## config.mk

```make
export PLATFORM = sky130hd
export DESIGN_NAME = seg_xlate
export DESIGN_NICKNAME = d
export VERILOG_FILES = /design/src/rtl/seg_xlate_pkg.sv /design/src/rtl/seg_table.sv /design/src/rtl/seg_check.sv /design/src/rtl/seg_xlate.sv
export SDC_FILE = /design/constraint.sdc
export NUM_CORES = 1
export LEC_CHECK = 0
export BUFFER_PORTS_ARGS = -buffer_cell sky130_fd_sc_hd__buf_2
export CELL_PAD_IN_SITES_DETAIL_PLACEMENT = 1
export CELL_PAD_IN_SITES_GLOBAL_PLACEMENT = 1
export CORE_AREA = 2 2 203 205
export CTS_CLUSTER_DIAMETER = 150
export DETAILED_ROUTE_END_ITERATION = 7
export DIE_AREA = 0 0 205 207
export PLACE_DENSITY_LB_ADDON = 0.05
export SLEW_MARGIN = 10
export SYNTH_ARGS = -nofsm -noshare
export SYNTH_HDL_FRONTEND = slang
export SYNTH_SLANG_ARGS = --single-unit
export TNS_END_PERCENT = 10
```

## constraint.sdc

```tcl
create_clock -name clk -period 3.8 [get_ports clk]
set_clock_uncertainty 0.2 [all_clocks]
set_input_delay 0.19 -clock clk [delete_from_list [all_inputs] [get_ports clk]]
set_output_delay 0.19 -clock clk [all_outputs]
set_load 0.01 [all_outputs]
```

## src/rtl/seg_xlate_pkg.sv

```systemverilog
package seg_xlate_pkg;

    // Access kind carried with each request
    typedef enum logic [1:0] {
        ACC_READ  = 2'd0,
        ACC_WRITE = 2'd1,
        ACC_FETCH = 2'd2,
        ACC_RSVD  = 2'd3
    } acc_e;

    // Fault code returned with each response
    typedef enum logic [1:0] {
        FLT_NONE    = 2'd0,
        FLT_BOUND   = 2'd1,
        FLT_PERM    = 2'd2,
        FLT_INVALID = 2'd3
    } flt_e;

    // Bit positions inside the three permission bits
    localparam int PERM_RD = 0;
    localparam int PERM_WR = 1;
    localparam int PERM_EX = 2;
    localparam int PERM_W  = 3;

endpackage

```

## src/rtl/seg_table.sv

```systemverilog
module seg_table #(
    parameter int SEG_COUNT = 8,
    parameter int OFF_W     = 16,
    parameter int PA_W      = 24,
    localparam int IDX_W    = $clog2(SEG_COUNT),
    localparam int PERM_W   = seg_xlate_pkg::PERM_W
) (
    input  logic              clk,
    input  logic              rst_n,
    input  logic              wr_en,
    input  logic [IDX_W-1:0]  wr_idx,
    input  logic [PA_W-1:0]   wr_base,
    input  logic [OFF_W-1:0]  wr_limit,
    input  logic [PERM_W-1:0] wr_perm,
    input  logic              wr_valid,
    input  logic [IDX_W-1:0]  rd_idx,
    output logic [PA_W-1:0]   rd_base,
    output logic [OFF_W-1:0]  rd_limit,
    output logic [PERM_W-1:0] rd_perm,
    output logic              rd_valid
);

    typedef struct packed {
        logic              valid;
        logic [PERM_W-1:0] perm;
        logic [OFF_W-1:0]  limit;
        logic [PA_W-1:0]   base;
    } entry_t;

    entry_t entries [SEG_COUNT];

    for (genvar i = 0; i < SEG_COUNT; i++) begin : g_entry
        entry_t ent_d, ent_q;

        always_comb begin
            ent_d = ent_q;
            if (wr_en && (wr_idx == IDX_W'(i))) begin
                ent_d.valid = wr_valid;
                ent_d.perm  = wr_perm;
                ent_d.limit = wr_limit;
                ent_d.base  = wr_base;
            end
        end

        always_ff @(posedge clk or negedge rst_n) begin
            if (!rst_n) begin
                ent_q <= '0;
            end else begin
                ent_q <= ent_d;
            end
        end

        assign entries[i] = ent_q;
    end

    // Lookup reads registered state only, so a write in this cycle is unseen
    entry_t sel;
    always_comb begin
        sel = entries[rd_idx];
        rd_base  = sel.base;
        rd_limit = sel.limit;
        rd_perm  = sel.perm;
        rd_valid = sel.valid;
    end

endmodule

```

## src/rtl/seg_check.sv

```systemverilog
module seg_check #(
    parameter int OFF_W   = 16,
    parameter int PA_W    = 24,
    localparam int PERM_W = seg_xlate_pkg::PERM_W
) (
    input  logic [PA_W-1:0]   ent_base,
    input  logic [OFF_W-1:0]  ent_limit,
    input  logic [PERM_W-1:0] ent_perm,
    input  logic              ent_valid,
    input  logic [OFF_W-1:0]  off,
    input  logic [1:0]        acc,
    output logic [PA_W-1:0]   phys,
    output logic [1:0]        fault
);
    import seg_xlate_pkg::*;

    logic in_bound;
    logic allowed;
    flt_e code;

    always_comb begin
        in_bound = (off < ent_limit);

        unique case (acc_e'(acc))
            ACC_READ:  allowed = ent_perm[PERM_RD];
            ACC_WRITE: allowed = ent_perm[PERM_WR];
            ACC_FETCH: allowed = ent_perm[PERM_EX];
            default:   allowed = 1'b0;
        endcase

        if (!ent_valid) begin
            code = FLT_INVALID;
        end else if (!in_bound) begin
            code = FLT_BOUND;
        end else if (!allowed) begin
            code = FLT_PERM;
        end else begin
            code = FLT_NONE;
        end

        fault = code;
        phys  = (code == FLT_NONE) ? (ent_base + PA_W'(off)) : '0;
    end

endmodule

```

## src/rtl/seg_xlate.sv

```systemverilog
module seg_xlate #(
    parameter int SEG_COUNT = 8,
    parameter int OFF_W     = 16,
    parameter int PA_W      = 24,
    localparam int IDX_W    = $clog2(SEG_COUNT),
    localparam int PERM_W   = seg_xlate_pkg::PERM_W
) (
    input  logic              clk,
    input  logic              rst_n,
    input  logic              cfg_we,
    input  logic [IDX_W-1:0]  cfg_idx,
    input  logic [PA_W-1:0]   cfg_base,
    input  logic [OFF_W-1:0]  cfg_limit,
    input  logic [PERM_W-1:0] cfg_perm,
    input  logic              cfg_valid,
    input  logic              req_valid,
    output logic              req_ready,
    input  logic [IDX_W-1:0]  req_seg,
    input  logic [OFF_W-1:0]  req_off,
    input  logic [1:0]        req_acc,
    output logic              rsp_valid,
    input  logic              rsp_ready,
    output logic [PA_W-1:0]   rsp_addr,
    output logic [1:0]        rsp_fault
);

    logic [PA_W-1:0]   sel_base;
    logic [OFF_W-1:0]  sel_limit;
    logic [PERM_W-1:0] sel_perm;
    logic              sel_valid;
    logic [PA_W-1:0]   xl_phys;
    logic [1:0]        xl_fault;

    seg_table #(
        .SEG_COUNT (SEG_COUNT),
        .OFF_W     (OFF_W),
        .PA_W      (PA_W)
    ) u_table (
        .clk      (clk),
        .rst_n    (rst_n),
        .wr_en    (cfg_we),
        .wr_idx   (cfg_idx),
        .wr_base  (cfg_base),
        .wr_limit (cfg_limit),
        .wr_perm  (cfg_perm),
        .wr_valid (cfg_valid),
        .rd_idx   (req_seg),
        .rd_base  (sel_base),
        .rd_limit (sel_limit),
        .rd_perm  (sel_perm),
        .rd_valid (sel_valid)
    );

    seg_check #(
        .OFF_W (OFF_W),
        .PA_W  (PA_W)
    ) u_check (
        .ent_base  (sel_base),
        .ent_limit (sel_limit),
        .ent_perm  (sel_perm),
        .ent_valid (sel_valid),
        .off       (req_off),
        .acc       (req_acc),
        .phys      (xl_phys),
        .fault     (xl_fault)
    );

    typedef struct packed {
        logic            valid;
        logic [PA_W-1:0] addr;
        logic [1:0]      fault;
    } rsp_t;

    rsp_t rsp_d, rsp_q;
    logic take;

    always_comb begin
        req_ready = !rsp_q.valid || rsp_ready;
        take      = req_valid && req_ready;
        rsp_d     = rsp_q;
        if (take) begin
            rsp_d.valid = 1'b1;
            rsp_d.addr  = xl_phys;
            rsp_d.fault = xl_fault;
        end else if (rsp_ready) begin
            rsp_d.valid = 1'b0;
        end
    end

    always_ff @(posedge clk or negedge rst_n) begin
        if (!rst_n) begin
            rsp_q <= '0;
        end else begin
            rsp_q <= rsp_d;
        end
    end

    assign rsp_valid = rsp_q.valid;
    assign rsp_addr  = rsp_q.addr;
    assign rsp_fault = rsp_q.fault;

endmodule

```

### Yosys cells after proc, flatten, opt, wreduce, memory -nomap -nowiden

Cells that the tools add are included.

| operators by class | value |
|---|---|
| reductions and logical operators | 15 |
| bitwise operators | 1 |
| $lt $le $gt $ge | 2 |
| add/sub/neg operators | 1 |
| mux-type cells | 10 |
| equality and inequality tests | 9 |

Operator list:

| operator | count |
|---|---|
| binary-select mux 44 bit (select 3 bit) | 1 |
| two-way mux 44 bit | 2 |
| adder 24 x 16 -> 24 bit | 1 |
| two-way mux 24 bit | 1 |
| less-than comparator 16 bit | 1 |
| equality test 3 bit, second input constant | 4 |
| logical AND 1 bit | 9 |
| equality test 3 x 2 -> 1 bit, second input constant | 2 |
| two-way mux 2 bit | 3 |
| >= comparator 4 bit, second input constant | 1 |
| logical NOT 2 bit | 2 |
| inverter 3 -> 4 bit | 1 |
| equality test 3 x 1 -> 1 bit, second input constant | 1 |
| logical NOT 3 bit | 1 |
| case mux 1 bit (3 select lines) | 1 |
| equality test 2 x 1 -> 1 bit, second input constant | 1 |
| equality test 2 bit, second input constant | 1 |
| two-way mux 1 bit | 2 |
| nonzero test 2 bit | 1 |
| logical NOT 1 bit | 1 |
| logical OR 1 bit | 1 |

| word-level totals | value |
|---|---|
| logic and storage cells | 73 |
| register bits | 379 |
| input bits | 73 |

### Logic depth before layout (Yosys ltp)

Gate-level depths: netlist of the first run.

| depth | value |
|---|---|
| depth in word-level cells | 10 |
| mapped depth | 17 |

### Cells and area by module

From an unflattened synthesis of the first run, not the netlist that was laid out.

| second synthesis, totals | value |
|---|---|
| cell total of the unflattened synthesis | 1,168 |
| area, all modules | 18,331.3 um2 |

By module, submodules not included:

| module | cells an instance | times used | area an instance (um2) | seq. area each (um2) |
|---|---|---|---|---|
| seg_table | 908 | 1 | 15,787.6 | 8,808.4 |
| seg_check | 202 | 1 | 1,446.4 | 0.0 |
| seg_xlate | 58 | 1 | 1,097.3 | 675.6 |

### Worst setup path after synthesis of the first run

No wires, ideal clock.

| timing | value |
|---|---|
| path type | input to register |
| from | input req_seg[0] |
| to | register rsp_q (netlist bit rsp_addr[14]) |
| path buffers | 4 |
| data arrival time | 3.858 ns |
| stages | 15 |
| setup time | 0.121 ns |
| setup slack | -0.379 ns |
| path through | buf_6 > buf_12 > buf_2 > buf_1 > mux4_2 > mux2_2 > ha_1 > fa_1 > a21oi_1 > o211ai_1 > a21oi_1 > nor2_1 > or3_1 > xor2_1 > a22o_1 |

| between the ends | value |
|---|---|
| word-level cells in the longest chain between the ends | 10 |
| elaborated cells between the ends (all ways) | 12 |

Ends and longest elaborated chain:

| what | line | source |
|---|---|---|
| start: declaration | seg_xlate.sv:18 | `input logic [IDX_W-1:0] req_seg,` |
| inverter 3 -> 4 bit (implied by the code) (*) | seg_table.sv:59 | `sel = entries[rd_idx];` |
| binary-select mux 44 bit (select 3 bit) (*) | seg_table.sv:59 |  |
| two-way mux 44 bit (implied by the code) (*) (2 in a row) | seg_table.sv:59 |  |
| branches (longest 5 deep; another with less-than comparator 16 bit) | - |  |
| two-way mux 24 bit (*) | seg_check.sv:42 | `phys = (code == FLT_NONE) ? (ent_base + PA_W'(off)) : '0;` |
| end signal: assignment | seg_xlate.sv:94 | `rsp_q <= rsp_d;` |
| end: declaration | seg_xlate.sv:74 | `rsp_t rsp_d, rsp_q;` |

Mark *: on every way between the ends. The select of a mux whose other input is x is not followed.
A chain may end at the register's enable or synchronous reset.

### Final worst setup path of the first run

| timing | value |
|---|---|
| from | register u_table.g_entry[7].ent_q (netlist bit u_table.entries[0]) |
| to | register rsp_q (netlist bit rsp_addr[18]) |

| between the ends | value |
|---|---|
| word-level cells in the longest chain between the ends | 5 |

Ends and longest elaborated chain:

| what | line | source |
|---|---|---|
| start: declaration | seg_table.sv:33 | `entry_t ent_d, ent_q;` |
| start signal: assignment | seg_table.sv:49 | `ent_q <= ent_d;` |
| binary-select mux 44 bit (select 3 bit) | seg_table.sv:59 |  |
| two-way mux 44 bit (implied by the code) (2 in a row) | seg_table.sv:59 |  |
| adder 24 x 16 -> 24 bit | seg_check.sv:42 |  |
| two-way mux 24 bit | seg_check.sv:42 |  |

No other way between the ends. The select of a mux whose other input is x is not followed.

==> impl_metrics.toml, run 1 <==
[hold_path]
hold_path_class = "in -> async"

[floorplan]
initial_core_util = 0.443
design.core.area_mm2 = 0.0404
dieArea_mm2 = 0.0424
fp.dieW_um = 205
die_y_um = 207
io_pins = 101
rows = 74

[synth]
async_flop_share = 1.00
synthFlopType = "dfrtp_1"
syn_avg_cell_area_um2 = 15.3
synth_nets = 1273
ys_ff_latch = 379
yosysWarnings = 0
synthesis.area_mm2 = 0.0179
ys_types = 54
postSynthCellCount = 1168
synth_edf_count = 0
synth_seq_area_share = 0.530

[worst_setup_path]
required_ps = 4040
start_kind = "flip-flop"
r2r_cells = 11
critPathArrivalTime_ps = 3780
r2r-start = "u_table.entries[0]$_DFFE_PN0P_"
worst_setup_path_end_kind = "flip-flop"
critPathKind = "reg -> reg"
reg2reg_slack_ps = 260
crit_fanout = 4
r2r_end = "rsp_addr[18]$_DFFE_PN0P_"

[power]
p_seq_frac = 0.443
intPower_uw = 8880
vdd_drop_max_mv = 0.310
power_frac_comb = 0.222
leakage_uw = 0.00922
p_clk_frac = 0.335
p_sw_uw = 3290
power_density_mw_per_mm2 = 575
sw_frac_of_total = 0.270

[finish]
nets = 1452
layout_common_cells = "dfrtp_1, mux2_2, buf_2"
drive_above_1_share = 0.483
final-seq-area_mm2 = 0.00948
postLayoutCoreUtil = 0.524
n_fill_cell = 3943
num_antenna_cells = 0
final_cell_count_no_fill = 1910
multi_input_area_mm2 = 0.00810
final_common_cell = "dfrtp_1"
area_growth_pct = 18.3

[placement]
hpwl_mm = 29.9
place_ws_ps = -12.5
placedCellCount = 1785
io_buffers = 100
place_congestion = 0.776

[detailed_routing]
postRouteAntennaNets = 0
vias_per_cell = 5.69
drt_iter0_markers = 427
dr.pass1.iters = 4
avgRoutedWirePerCell_um = 24.6
finalWirelength_mm = 47.0
drc = 0
route.vias.total = 10900

[sta]
grt_setup_unrepaired = "no"
drv_slew = 0
setup_ws_ps = 260
max_freq_ghz = 0.282
finalSetupTns_ps = 0
setup_viol = 0
worst_pin_slew_ps = 827
finalCritPeriodShare = 0.932
final_hold_viol_count = 0
slew_headroom = 0.443
fin_crit_ps = 3540

[grt]
track_usage = 0.231
gr-total-overflow = 0
antenna_found_initial = 1
grt_max_degree = 93
grt_pass1_wl_mm = 74.1
grt_pass1_vias = 11900

[clocking]
h-tree-depth = 2
clk_path_buf_depth = 3
cts_made_buffers = 43
cts_tree = "yes"
clk_pin_slew_ps = 60
clockRootBuffer = "clkbuf_16"
cts_sinks = 379
clk_latency_ps = 560

[outcome]
status = "finished, final reports clean"

[job]
drv_cap = 0
## synthesized netlist by cell type (4+ instances only)
cell type / number / area (um^2)
a211oi_1: 4 / 30.0
a21o_1: 6 / 45.0
a21oi_1: 26 / 130
a22o_1: 17 / 149
a32o_1: 7 / 70.1
buf_1: 8 / 30.0
buf_2: 5 / 25.0
buf_4: 4 / 30.0
clkbuf_1: 47 / 176
dfrtp_1: 379 / 9480
ha_1: 31 / 388
inv_1: 5 / 18.8
mux2_2: 368 / 4140
mux2i_1: 32 / 320
mux4_1: 11 / 289
mux4_2: 73 / 1640
nand2_1: 25 / 93.8
nand2b_1: 7 / 43.8
nand3_1: 7 / 35.0
nand4_1: 5 / 31.3
nand4b_1: 5 / 43.8
nor2_1: 17 / 63.8
nor3_1: 5 / 25.0
o21ai_0: 14 / 70.1
or3_1: 6 / 37.5
xnor2_1: 10 / 87.6
xor2_1: 5 / 43.8
## worst max-delay path, cell delays in order, from the launching register on
cell	delay, ps
dfrtp_1	380
mux4_2	470
mux2_2	280
ha_1	230
fa_1	420
a21oi_1	190
o211ai_1	200
a21oi_2	240
o2111ai_1	200
nand2_1	170
o311ai_0	150
a32o_1	280
## repair_timing
item                       in CTS  in global routing
buffers inserted                0                  0
hold buffers                   49                  0
setup endpoints to repair       0                  1
hold endpoints to repair      441                  0
gates resized for setup         0                  1
## stage by stage
stage	total power (uW)	area [um^2]	hold slack, ps
detailed placement	8130	19300	67.2
CTS	12300	21200	33.3
finish	12200	21200	26.6
global route	12800	21200	56.4
floorplan	7200	17900	-306
global placement	8020	19300	59.7
## logic make-up after synthesis
logic type,Yosys count,share of synthesized area
buf+inv,73,0.0183
simple gates,91,0.0264
fa+ha+maj,32,0.0228
mux,484,0.358
flops,379,0.530
xor+xnor,15,0.00734
compound gates,94,0.0376
## layer usage
metal | up-vias | GRT usage | part of all wire
li1 | 4790 | - | -
met4 | 2 | 0.0516 | 0.018
met2 | 147 | 0.367 | 0.47
met3 | 60 | 0.0406 | 0.035
met5 | - | 0 | 0.00028
met1 | 5863 | 0.332 | 0.47
## final cells by class
type	instances	share of cell area
clock buffer	68	0.0620
multi-input combinational	716	0.383
tap	532	0.0315
inverter	6	0.00106
timing repair buffer	201	0.0710
clock inverter	8	0.00308
sequential	379	0.448
## power groups by stage
stage	clock, uW	sequential, uW	combinational [uW]
after detailed placement	0	5440	2680
after global routing	4370	5500	2970
after global placement	0	5410	2600
after floorplan	0	5280	1920
final	4080	5390	2700
after CTS	4180	5380	2740
## worst max-delay path by stage
stage,start,endpoint,cells past startpoint
finish,u_table.entries[0]$_DFFE_PN0P_,rsp_addr[18]$_DFFE_PN0P_,11
global route,u_table.entries[0]$_DFFE_PN0P_,rsp_addr[18]$_DFFE_PN0P_,11
CTS,u_table.entries[0]$_DFFE_PN0P_,rsp_addr[18]$_DFFE_PN0P_,11
global placement,req_seg[0],rsp_addr[22]$_DFFE_PN0P_,12
detailed placement,req_seg[0],rsp_addr[18]$_DFFE_PN0P_,12
floorplan,req_seg[1],rsp_addr[23]$_DFFE_PN0P_,15
## registers in the layout, summed over array words and instances, names as in the netlist
signal           cells
rsp_addr            24
rsp_fault            2
rsp_valid            1
u_table.entries    352
(Power assumes the default switching activity.)
==> inputs of run 2 (changes only) <==
- CELL_PAD_IN_SITES_DETAIL_PLACEMENT: 1 -> not set
- CELL_PAD_IN_SITES_GLOBAL_PLACEMENT: 1 -> not set
- RECOVER_POWER: not set -> 25
==> run 2 against run 1 <==
Compared with the run above: the run now ends with capacitance limit, slew limit left; largest power group unchanged; hold slack better by 29 ps; cell count shrank 0.21%; core utilization is 0.11 points higher; global-route usage shrank 1.3 points; critical path type unchanged; first-iteration DRC count up 30%.
==> impl_metrics.toml, run 2 (synthesis gave the netlist of run 1 again) <==
[floorplan]
initial_core_util = 0.443
rows = 74
die_y_um = 207
io_pins = 101
fp.dieW_um = 205
design.core.area_mm2 = 0.0404
dieArea_mm2 = 0.0424

[placement]
place_congestion = 0.791
io_buffers = 100
hpwl_mm = 27.1
placed_cell_area_mm2 = 0.0192

[clocking]
clk_pin_slew_ps = 60
clockRootBuffer = "clkbuf_16"
cts_sinks = 379
cts_tree = "yes"
clk_latency_ps = 560
h-tree-depth = 2
cts_made_buffers = 44
postCtsSetupRepairBufs = 0
clk_path_buf_depth = 3

[grt]
gr-total-overflow = 0
grt_max_degree = 111
track_usage = 0.218
antenna_found_initial = 0
grt_pass1_wl_mm = 69.8
grt_pass1_vias = 11500

[worst_setup_path]
critPathKind = "reg -> reg"
r2r_cells = 11
cpPeakStageDelay_ps = 460
start_kind = "flip-flop"
cpLargestDelayFamily = "compound AO/OA/AOI/OAI gates"
cp.depth = 11
critPathSlowestCell = "mux4_2"
worst_setup_path_end_kind = "flip-flop"
critPathArrivalTime_ps = 3780
crit_fanout = 5
required_ps = 4050
critical_path_buf_inv_count = 0
path_cells = "mux4_2, mux2_2, ha_1, fa_1, a21oi_1, o211ai_1, a21oi_2, o2111ai_1, nand2_1, o311ai_0, a32o_1"

[detailed_routing]
avgRoutedWirePerCell_um = 23.6
finalWirelength_mm = 45.0
vias_per_cell = 5.65
drc = 0
dr.pass1.iters = 4
route.vias.total = 10800
drt_iter0_markers = 555
postRouteAntennaNets = 0

[sta]
worst_pin_slew_ps = 2430
finalCritPeriodShare = 0.929
slew_headroom = -0.618
setup_viol = 0
fin_crit_ps = 3530
grt_setup_unrepaired = "no"
max_freq_ghz = 0.283
drv_slew = 270
final_hold_viol_count = 0

[finish]
nets = 1445
area_growth_pct = 18.5
layout_common_cells = "dfrtp_1, mux2_2, buf_2"
n_fill_cell = 3462
final_common_cell = "dfrtp_1"
fin_area_mm2 = 0.0212
drive_above_1_share = 0.479
largest_register_ffs = 352

[hold_path]
min_path_cells = 4
hold_path_class = "in -> reg"

[power]
finalPower_uw = 12400
power_density_mw_per_mm2 = 585
vdd_drop_max_mv = 0.262
leakage_uw = 0.00922

[outcome]
status = "finished, violations left"
failed_checks = "capacitance limit, slew limit"

[job]
drv_cap = 6
-- run 2: cell types whose count changed in the layout (fill, tap and decap cells not counted), moves of 2 or more --
cell | before | now
clkbuf_2 | 0 | 4
buf_4 | 46 | 32
clkinv_2 | 7 | 3
clkbuf_8 | 10 | 16
buf_2 | 96 | 94
bufinv_16 | 1 | 3
clkbuf_1 | 13 | 15
-- run 2: final timing paths --
check / start / slack [ps] / endpoint
max: u_table.entries[176]$_DFFE_PN0P_ / 270 / rsp_addr[18]$_DFFE_PN0P_
min: rsp_ready / 60 / rsp_fault[0]$_DFFE_PN0P_
max reg2reg: u_table.entries[176]$_DFFE_PN0P_ / 270 / rsp_addr[18]$_DFFE_PN0P_
min reg2reg: u_table.entries[282]$_DFFE_PN0P_ / 300 / u_table.entries[282]$_DFFE_PN0P_
max in group asynchronous: rst_n / 1110 / u_table.entries[42]$_DFFE_PN0P_
min in group asynchronous: rst_n / 710 / u_table.entries[53]$_DFFE_PN0P_
-- run 2: what timing repair did --
item | in CTS | in global routing
endpoints found under the hold margin | 444 | 0
gates resized for setup | 0 | 1
hold buffers | 49 | 0
setup endpoints to repair | 0 | 1
-- run 2: power breakdown --
part,switching (uW),internal (uW),leakage (uW)
Sequential,434,4920,0.00459
Combinational,1170,1530,0.00389
Clock,1670,2680,0.000737
Total,3270,9130,0.00922
-- run 2: metal layers --
metal  track usage  part of all wire
met4        0.0754             0.031
met2         0.344              0.47
met3        0.0324             0.039
met1         0.308              0.46
met5             0                 0
-- run 2: stage by stage --
stage | hold WS [ps] | utilization | setup slack, ps | TNS [ps] | instances
floorplan | -306 | - | -15.6 | -36.2 | 1168
finish | 55.3 | 0.525 | 272 | 0 | 1906
CTS | 12.9 | 0.526 | 181 | 0 | 1905
global placement | 80.5 | 0.477 | 103 | 0 | 1777
global route | 99.0 | 0.525 | 53.8 | 0 | 1905
detailed placement | 72.5 | 0.477 | 69.9 | 0 | 1777
-- run 2: worst reg2reg max path, stage by stage, from the launching register on --
cell	delay, ps
dfrtp_1	390
mux4_2	460
mux2_2	280
ha_1	240
fa_1	420
a21oi_1	220
o211ai_1	190
a21oi_2	220
o2111ai_1	190
nand2_1	190
o311ai_0	160
a32o_1	280
-- run 2: layout make-up --
cell class,count,area (um^2),area share
diodes,1,2.50,0.000118
clock buffers,72,1390,0.0654
clock inverters,7,113,0.00531
inverters,6,22.5,0.00106
multi-input cells,716,8100,0.382
flip-flops and latches,379,9480,0.447
well taps,532,666,0.0314
repair buffers,193,1430,0.0673
==> inputs of run 3 (changes only) <==
- BUFFER_PORTS_ARGS: -buffer_cell sky130_fd_sc_hd__buf_2 -> -buffer_cell sky130_fd_sc_hd__clkbuf_2
==> run 3 against run 2 <==
Compared with the run above: cell count is 0.21% higher; fmax down 2.1%; setup slack worse by 75 ps; first-iteration DRC count shrank 3.4%; critical path depth is the same; critical path type unchanged; the flow still finishes with violations (capacitance limit, slew limit); combinational power barely moved; register-to-register slack got worse by 70 ps; highest routed layer unchanged.
==> impl_metrics.toml, run 3 (synthesis gave the netlist of run 1 again) <==
[worst_setup_path]
cpLargestDelayFamily = "compound AO/OA/AOI/OAI gates"
critical_path_buf_inv_count = 0
cp.depth = 11
required_ps = 4050
r2r_end = "rsp_addr[18]$_DFFE_PN0P_"
worst_setup_path_end_kind = "flip-flop"
r2r_cells = 11
cpPeakStageDelay_ps = 450
path_cells = "mux4_2, mux2_2, ha_1, fa_1, a21oi_1, o211ai_1, a21oi_1, o2111ai_1, nand2_2, o311ai_0, a32o_1"
critPathKind = "reg -> reg"
critPathArrivalTime_ps = 3860
reg2reg_slack_ps = 200
critPathSlowestCell = "mux4_2"
r2r-start = "u_table.entries[132]$_DFFE_PN0P_"
crit_fanout = 5
start_kind = "flip-flop"
crit_path_frequent_cell = "a21oi_1"

[grt]
gr-total-overflow = 0
grt_pass1_vias = 11400
grt_max_degree = 124
top_usage_layer = "met2"
antenna_found_initial = 1
grt_pass1_wl_mm = 70.3
grtUsageMet2 = 0.350
use_met1 = 0.314
track_usage = 0.220
met3_usage = 0.0376

[sta]
finalSetupTns_ps = 0
drv_slew = 288
setup_viol = 0
worst_pin_slew_ps = 1970
max_freq_ghz = 0.278
fin_crit_ps = 3600
final_hold_viol_count = 0
finalCritPeriodShare = 0.948
slew_headroom = -0.310
grt_setup_unrepaired = "no"

[floorplan]
design.core.area_mm2 = 0.0404
io_pins = 101
initial_core_util = 0.443
rows = 74
die_y_um = 207
dieArea_mm2 = 0.0424
fp.dieW_um = 205

[clocking]
cts_tree = "yes"
clk_latency_ps = 560
clk_pin_slew_ps = 60
cts_sinks = 379
h-tree-depth = 2
clockRootBuffer = "clkbuf_16"
postCtsSetupRepairBufs = 0
cts_made_buffers = 44
clk_path_buf_depth = 3

[power]
leakage_uw = 0.00918
p_sw_uw = 3270
p_clk_frac = 0.338
power_density_mw_per_mm2 = 575
power_frac_comb = 0.222
p_seq_frac = 0.440
vdd_drop_max_mv = 0.301
sw_frac_of_total = 0.268
intPower_uw = 8900

[finish]
largest_register_ffs = 352
drive_above_1_share = 0.478
final_common_cell = "dfrtp_1"
area_growth_pct = 18.2
postLayoutCoreUtil = 0.524
nets = 1452
layout_common_cells = "dfrtp_1, mux2_2, clkbuf_2"

[outcome]
status = "finished, violations left"
failed_checks = "capacitance limit, slew limit"

[hold_path]
hold_path_class = "in -> reg"
min_path_cells = 4
min_to = "rsp_addr[14]$_DFFE_PN0P_"
hold_start = "req_off[14]"

[placement]
hpwl_mm = 27.2
place_congestion = 0.803
io_buffers = 100

[detailed_routing]
finalWirelength_mm = 45.4
vias_per_cell = 5.63
postRouteAntennaNets = 0
drt_iter0_markers = 536
dr.pass1.iters = 5
avgRoutedWirePerCell_um = 23.7
route.vias.total = 10800
drc = 0

[job]
drv_cap = 6
[run 3: what timing repair did]
action / 4_1_cts / 5_1_grt
endpoints found under the setup margin: 0 / 1
gates resized for setup: 0 / 1
hold endpoints to repair: 736 / 0
hold buffers: 52 / 0
[run 3: area by class of cell]
cell class	count	area, um^2
Fill cell	3456	19200
Sequential cell	379	9480
Multi-Input combinational cell	716	8100
Timing Repair Buffer	200	1470
Clock buffer	70	1330
Tap cell	532	666
Clock inverter	6	60.1
Inverter	6	22.5
Antenna cell	1	2.50
[run 3: tightest hold or removal path, delay by kind of cell]
family                   cells  cell delay, ps
buffers and inverters        1             140
AO/OA/AOI/OAI                1             190
adder cells (fa/ha/maj)      1             230
XOR/XNOR                     1              90
[run 3: routing by layer]
metal | share of wire | up-vias
met5 | 0 | -
met4 | 0.022 | 0
met3 | 0.034 | 63
met2 | 0.47 | 166
met1 | 0.47 | 5730
li1 | - | 4796
[run 3: power groups by stage]
| stage | registers [uW] | logic (uW) | clock network (uW) |
|---|---|---|---|
| after floorplan | 5280 | 1920 | 0 |
| after global placement | 5400 | 2620 | 0 |
| after detailed placement | 5420 | 2680 | 0 |
| after CTS | 5350 | 2740 | 4230 |
| after global routing | 5460 | 2970 | 4400 |
| final | 5360 | 2700 | 4110 |
[run 3: worst max-delay path by stage]
stage	from	end
final	u_table.entries[132]$_DFFE_PN0P_	rsp_addr[18]$_DFFE_PN0P_
after global routing	u_table.entries[132]$_DFFE_PN0P_	rsp_addr[18]$_DFFE_PN0P_
after CTS	u_table.entries[220]$_DFFE_PN0P_	rsp_addr[18]$_DFFE_PN0P_
after detailed placement	req_seg[0]	rsp_addr[22]$_DFFE_PN0P_
after global placement	req_seg[0]	rsp_addr[22]$_DFFE_PN0P_
after floorplan	req_seg[1]	rsp_addr[23]$_DFFE_PN0P_
[run 3: stage by stage]
stage	total power (uW)	hold WS, ps	instances	setup slack [ps]	instance area, um^2
2_1_floorplan	7200	-306	1168	-15.6	17900
3_3_place_gp	8030	-123	1781	76.9	19300
3_5_place_dp	8100	-124	1781	18.0	19300
4_1_cts	12300	88.7	1909	189	21200
5_1_grt	12800	105	1910	19.3	21100
6_report	12200	119	1910	197	21100
